--- src/rtl/gpio_edge_irq.sv ---
module gpio_edge_irq #(
  parameter int NPIN = 32,
  localparam int AW = $clog2(NPIN + 3),
  localparam int PW = $clog2(NPIN)
) (
  input  logic            clk,
  input  logic            rst_n,
  input  logic [NPIN-1:0] pin_lvl,
  input  logic            wr_en,
  input  logic [AW-1:0]   wr_addr,
  input  logic [NPIN-1:0] wr_data,
  input  logic            rd_en,
  input  logic [AW-1:0]   rd_addr,
  output logic [NPIN-1:0] rd_data,
  output logic            irq
);
  localparam logic [AW-1:0] STAT_A = AW'(NPIN);
  localparam logic [AW-1:0] MSET_A = AW'(NPIN + 1);
  localparam logic [AW-1:0] MCLR_A = AW'(NPIN + 2);

  logic [1:0]      trig [NPIN];
  logic [NPIN-1:0] prev, status, mask, hit, trig_off;
  logic [NPIN-1:0] st_clr, m_set, m_clr, rd_mux;

  assign st_clr = (wr_en && wr_addr == STAT_A) ? wr_data : '0;
  assign m_set  = (wr_en && wr_addr == MSET_A) ? wr_data : '0;
  assign m_clr  = (wr_en && wr_addr == MCLR_A) ? wr_data : '0;

  for (genvar i = 0; i < NPIN; i++) begin : g_pin
    always_ff @(posedge clk)
      if (!rst_n) trig[i] <= 2'b00;
      else if (wr_en && wr_addr == AW'(i)) trig[i] <= wr_data[4:3];

    assign hit[i] = (trig[i][0] & ~prev[i] &  pin_lvl[i]) |
                    (trig[i][1] &  prev[i] & ~pin_lvl[i]);
    assign trig_off[i] = (trig[i] == 2'b00);
  end

  always_ff @(posedge clk) begin
    prev <= pin_lvl;
    if (!rst_n) begin
      status <= '0;
      mask   <= '1;
    end else begin
      status <= (status & ~st_clr) | hit;
      mask   <= (mask | m_set) & ~m_clr;
    end
  end

  always_comb begin
    rd_mux = '0;
    if (rd_addr < STAT_A)       rd_mux[4:3] = trig[rd_addr[PW-1:0]];
    else if (rd_addr == STAT_A) rd_mux = status;
    else if (rd_addr == MSET_A || rd_addr == MCLR_A) rd_mux = mask;
  end

  always_ff @(posedge clk)
    if (!rst_n) rd_data <= '0;
    else if (rd_en) rd_data <= rd_mux;

  assign irq = |(status & ~mask);

  assert_masked_quiet_R11: assert property (@(posedge clk) disable iff (!rst_n)
    (mask == '1) |-> !irq);

  assert_sticky_status_R7: assert property (@(posedge clk) disable iff (!rst_n)
    1'b1 |=> ((($past(status) & ~$past(st_clr)) & ~status) == '0));

  assert_edge_wins_R8: assert property (@(posedge clk) disable iff (!rst_n)
    1'b1 |=> ((status & $past(hit)) == $past(hit)));

  assert_off_pin_silent_R6: assert property (@(posedge clk) disable iff (!rst_n)
    1'b1 |=> ((status & ~$past(status) & $past(trig_off)) == '0));

  assert_mask_set_R9: assert property (@(posedge clk) disable iff (!rst_n)
    (wr_en && wr_addr == MSET_A) |=> ((mask & $past(wr_data)) == $past(wr_data)));

  assert_mask_clear_R10: assert property (@(posedge clk) disable iff (!rst_n)
    (wr_en && wr_addr == MCLR_A) |=> ((mask & $past(wr_data)) == '0));

  assert_read_hold_R12: assert property (@(posedge clk) disable iff (!rst_n)
    !rd_en |=> $stable(rd_data));
endmodule

--- config.mk ---
export PLATFORM = sky130hd
export DESIGN_NAME = gpio_edge_irq
export DESIGN_NICKNAME = d
export VERILOG_FILES = /design/src/rtl/gpio_edge_irq.sv
export SDC_FILE = /design/constraint.sdc
export NUM_CORES = 1
export LEC_CHECK = 0
export BUFFER_PORTS_ARGS = -buffer_cell sky130_fd_sc_hd__buf_2
export CORE_UTILIZATION = 57
export DETAILED_ROUTE_END_ITERATION = 16
export GPL_ROUTABILITY_DRIVEN = 0
export PLACE_DENSITY = 0.88
export SYNTH_ARGS = -nofsm -noshare
export SYNTH_HDL_FRONTEND = slang
export SYNTH_SLANG_ARGS = --single-unit
export TNS_END_PERCENT = 100
--- constraint.sdc ---
create_clock -name clk -period 2.5 [get_ports clk]
set_input_delay 0.375 -clock clk [delete_from_list [all_inputs] [get_ports clk]]
set_output_delay 0.375 -clock clk [all_outputs]
set_load 0.005 [all_outputs]
==> results.txt <==
The cell sitting at the root of the clock tree is a sky130_fd_sc_hd__clkbuf_16. STA classifies the critical path endpoint as a flop. The first global-routing pass estimated 34.34 mm of wire. The clock slew seen by the registers of the worst setup and hold paths came out at around 70 ps. By instance count, the leading cell after synthesis is sky130_fd_sc_hd__dfxtp_1. The antenna diode count is 0. The transition time at the pin with the least slew margin came out at 706.0 ps. In the synthesized netlist the async set-or-reset flop fraction comes to 0.

Entering global routing, the biggest net connects 115 pins. The post-synthesis compound-gate area fraction is 0.1839. The leading register cell type out of synthesis is sky130_fd_sc_hd__dfxtp_1. Summed over all nets, the half-perimeter wirelength after detailed placement is 15.96 mm. The signal on the critical path passes through mux4_4 > mux4_2 > mux2_2 > o211ai_1 > a21boi_1. VDD sags by at most 0.5805 mV. Ranked by total cell area, the synthesized netlist is headed by sky130_fd_sc_hd__dfxtp_1 (31%), sky130_fd_sc_hd__edfxtp_1 (23%), sky130_fd_sc_hd__nand2_1 (4.7%), sky130_fd_sc_hd__mux4_2 (4.3%), sky130_fd_sc_hd__o21ai_0 (4.0%). Summed over all cells, the static leakage comes to 0.003943 uW. The share of synthesized area in the top cell type comes to 0.3089.

The part of the cycle the worst path needs came out at 0.8483. The via count of the first global-routing pass is between 6k and 7k. The total of flip-flops plus latches after synthesis came out at approximately 190. The number of maximum-capacitance violations is 0. The net count reported at finish came out at 1027. After global routing the overflow that remains totals 0. The highest achievable clock rate is 0.4715 GHz. The commonest cells after synthesis are sky130_fd_sc_hd__dfxtp_1 (128), sky130_fd_sc_hd__nand2_1 (104), sky130_fd_sc_hd__nor2_1 (72). The worst min-delay path class is input port to flop. The net switching power is between 1500 and 2000 uW. The largest single stage delay on the critical path is 620 ps. The critical path contains buffers and inverters numbering 0 combined. In this run the number of H-tree levels came out at 4.

The sequential share of power came out at 0.503. Setup slack on the critical path of the routed design comes to ~380 ps. Before antenna repair, the detailed router went through 6 iterations. The basic-gate share of the synthesized area counting and, or, nand and nor cells is 0.1816. The worst setup skew after layout came out at 7.042 ps. In this run the mean area of a mapped cell was 9.746 um2. The library cell occupying the most area in the post-synthesis netlist is sky130_fd_sc_hd__dfxtp_1. The startpoint identified for the worst hold timing path is pin_lvl[25]. The boundary pin count is 113. The setup path with the least slack is of type flop to flop. The flow ran to the end, and the final reports show no timing, DRC or antenna violations. The total negative setup slack came out at 0 ps.

The initial utilization of the core area, before any placement, comes to 0.5907. TritonCTS built the clock tree. The parity-gate share of the synthesized area counting xor and xnor cells came out at 0.001056.

During placement, the flow inserted port buffers numbering 112. The proportion of power drawn by combinational gates is 0.083. For this design, the sink count on the clock tree is 192. Once layout is complete, the cells apart from fillers number around 1.1k. The worst setup path is launched from a flop. The total core area came out at approximately 14000 um2. In this run the critical register-to-register path is captured at rd_data[4].

The source of the worst register-to-register timing path is trig[7][1]. The layout has roughly 1.0k filler cells. The count of distinct cell types in the synthesized netlist is 43. The die is between 100 and 150 um wide.

Of all nets on the critical path, the largest fanout is 2. The total length of routed wires is 22.46 mm. Of the total synthesized cell area, the portion taken by full adders, half adders and majority gates is 0. The setup check on the worst reg-to-reg path leaves a slack of 380 ps. The number of antenna-violating nets in the routed design is 0. The worst slack at placement came out at 103.6 ps. The final max-slew violation count was 0.

Using the TritonRoute via totals, the vias-per-cell ratio works out to 6.128. In this run the core area contains between 40 and 50 standard-cell rows. The register area share after synthesis came out at 0.5407. The number of DRC violations after detailed-routing iteration 0 came out at 750. The destination of the worst hold path is prev[25]. The Yosys step of the flow raised 0 warnings. The gate count of the mapped netlist came out at 851.

The count of flip-flops with a built-in enable after synthesis is 64. At the worst endpoint, the required time is around 2800 ps. In this design, the largest share of critical-path delay is due to multiplexers.

The total of endpoints with negative setup slack in the final report is 0. The slowest stage of the critical path is the sky130_fd_sc_hd__mux4_4 cell. The number of antenna violations at the first check in global routing is 0. The relative area change from synthesis to final layout is 16.67%. At the end of the flow the core is filled with cells to 0.6891.

The data arrival at the endpoint of the critical path is between 2000 and 2500 ps. The minimum clock period after layout came out at 2121 ps. The number of gates resized after cts came out at 0. The maximum count of clock buffers along a single path came out at 2. The average wire per cell in the routed design came out at 19.70 um. The share of cell area taken by muxes after synthesis is 0.05159.

The via count came out at 6986. Once placement completed, the tool counted placed cells totaling between 1k and 1.5k. The post-synthesis net count came out at 931.

The quantity of hold-fixing buffers added after cts is 0. The hold-critical path depth is 1. Setup repair after global routing left no endpoint under its margin. In this run the cell area of the synthesized design comes to 8294 um2.

The clock latency at the later pin of the worst-skew pair came out at 440 ps. The number of buffers added by the clock tree synthesis step is 17. The power per unit of standard cell area came out at 714.7 nW/um2. The number of cells on the worst reg-to-reg path is 5. The switching share of power came out at 0.2342.

By area, the combinational part of the netlist is dominated by compound AO/OA/AOI/OAI gates. The relative contribution of the clock network to total power came out at 0.413. The full die area is ~15000 um2.

After clock tree synthesis, the setup repair step added 0 buffers. The final-report hold violation count was 0. The total routing usage reported by global routing came out at 0.3100. The internal power summed over all cells is 5296 uW. The relative max-transition margin came out at 0.5244. The number of remaining DRC errors came out at 0. The share of cells above drive strength 1 came out at 0.1875. The die extent in y is 122.6 um.
[layout by cell type (no fill, tap or decap), types with 5 or more instances in the layout]
| master | synthesis | final |
|---|---|---|
| sky130_fd_sc_hd__a21oi_1 | 64 | 64 |
| sky130_fd_sc_hd__a22oi_1 | 30 | 30 |
| sky130_fd_sc_hd__and2_1 | 33 | 33 |
| sky130_fd_sc_hd__buf_12 | 0 | 5 |
| sky130_fd_sc_hd__buf_2 | 12 | 111 |
| sky130_fd_sc_hd__buf_4 | 0 | 11 |
| sky130_fd_sc_hd__clkbuf_16 | 0 | 17 |
| sky130_fd_sc_hd__dfxtp_1 | 128 | 128 |
| sky130_fd_sc_hd__edfxtp_1 | 64 | 64 |
| sky130_fd_sc_hd__inv_1 | 35 | 35 |
| sky130_fd_sc_hd__mux4_2 | 16 | 16 |
| sky130_fd_sc_hd__nand2_1 | 104 | 104 |
| sky130_fd_sc_hd__nand3_1 | 12 | 12 |
| sky130_fd_sc_hd__nand3b_1 | 34 | 34 |
| sky130_fd_sc_hd__nor2_1 | 72 | 70 |
| sky130_fd_sc_hd__nor2b_1 | 36 | 36 |
| sky130_fd_sc_hd__o211a_1 | 30 | 30 |
| sky130_fd_sc_hd__o21ai_0 | 67 | 67 |
| sky130_fd_sc_hd__o21ai_1 | 30 | 30 |
| sky130_fd_sc_hd__o22ai_1 | 14 | 14 |
[worst max path at each step]
| stage | startpoint | end | slack (ps) | depth (start not counted) |
|---|---|---|---|---|
| CTS | trig[7][1] | rd_data[4] | 380 | 5 |
| global placement | rd_addr[1] | rd_data[4] | 170 | 7 |
| floorplan | rd_addr[2] | rd_data[4] | 270 | 7 |
| global route | mask[15] | irq | 330 | 5 |
| finish | trig[7][1] | rd_data[4] | 380 | 5 |
| detailed placement | rd_addr[1] | rd_data[4] | 100 | 7 |
[routing by layer]
layer	up-vias	global-route usage	wire length [um]
met5	-	0	0
met4	0	0.1540	890
met3	61	0.07481	2088
met2	372	0.5056	10800
met1	3334	0.3844	8682
li1	3219	-	-
[worst reg2reg max path: stages, from the launching register on]
cell and delay [ps]:
sky130_fd_sc_hd__edfxtp_1 410, sky130_fd_sc_hd__mux4_4 620, sky130_fd_sc_hd__mux4_2 470, sky130_fd_sc_hd__mux2_2 270, sky130_fd_sc_hd__o211ai_1 160, sky130_fd_sc_hd__a21boi_1 80
[power groups by stage]
stage | clock [uW] | sequential [uW] | combinational [uW]
6_report | 2860 | 3480 | 577
5_1_grt | 2990 | 3490 | 628
3_5_place_dp | 0 | 3550 | 565
3_3_place_gp | 0 | 3540 | 543
2_1_floorplan | 0 | 3510 | 326
4_1_cts | 2860 | 3480 | 570
[cells by family (layout without fill, tap and decap cells)]
logic type,Yosys count,count (layout)
and+or+nand+nor,304,304
AOI/OAI and AO/OA,248,248
DFF,192,192
buffers and inverters,85,194
muxes,21,21
xor gates and xnor gates,1,1
[through the flow]
stage,instance area (um2),hold WS [ps],power (uW)
2_1_floorplan,8294,402.7,3835
3_3_place_gp,9059,456.0,4082
3_5_place_dp,9059,461.3,4111
4_1_cts,9677,51.56,6905
5_1_grt,9677,49.13,7116
6_report,9677,57.27,6916
[state kept, by name (all words and copies together) (netlist names)]
name / count
mask: 32
trig: 64
status: 32
rd_data: 32
prev: 32
[area by class of cell]
class / instances / area, um2 / area share
clock buffer: 18 / 429.2 / 0.04435
clock inverter: 14 / 188.9 / 0.01952
inverter: 35 / 131.4 / 0.01358
multi-input combinational: 574 / 3480 / 0.3596
sequential: 192 / 4484 / 0.4634
tap: 180 / 225.2 / 0.02327
timing repair buffer: 127 / 738.2 / 0.07629
Power figures use the tool's default switching activity.
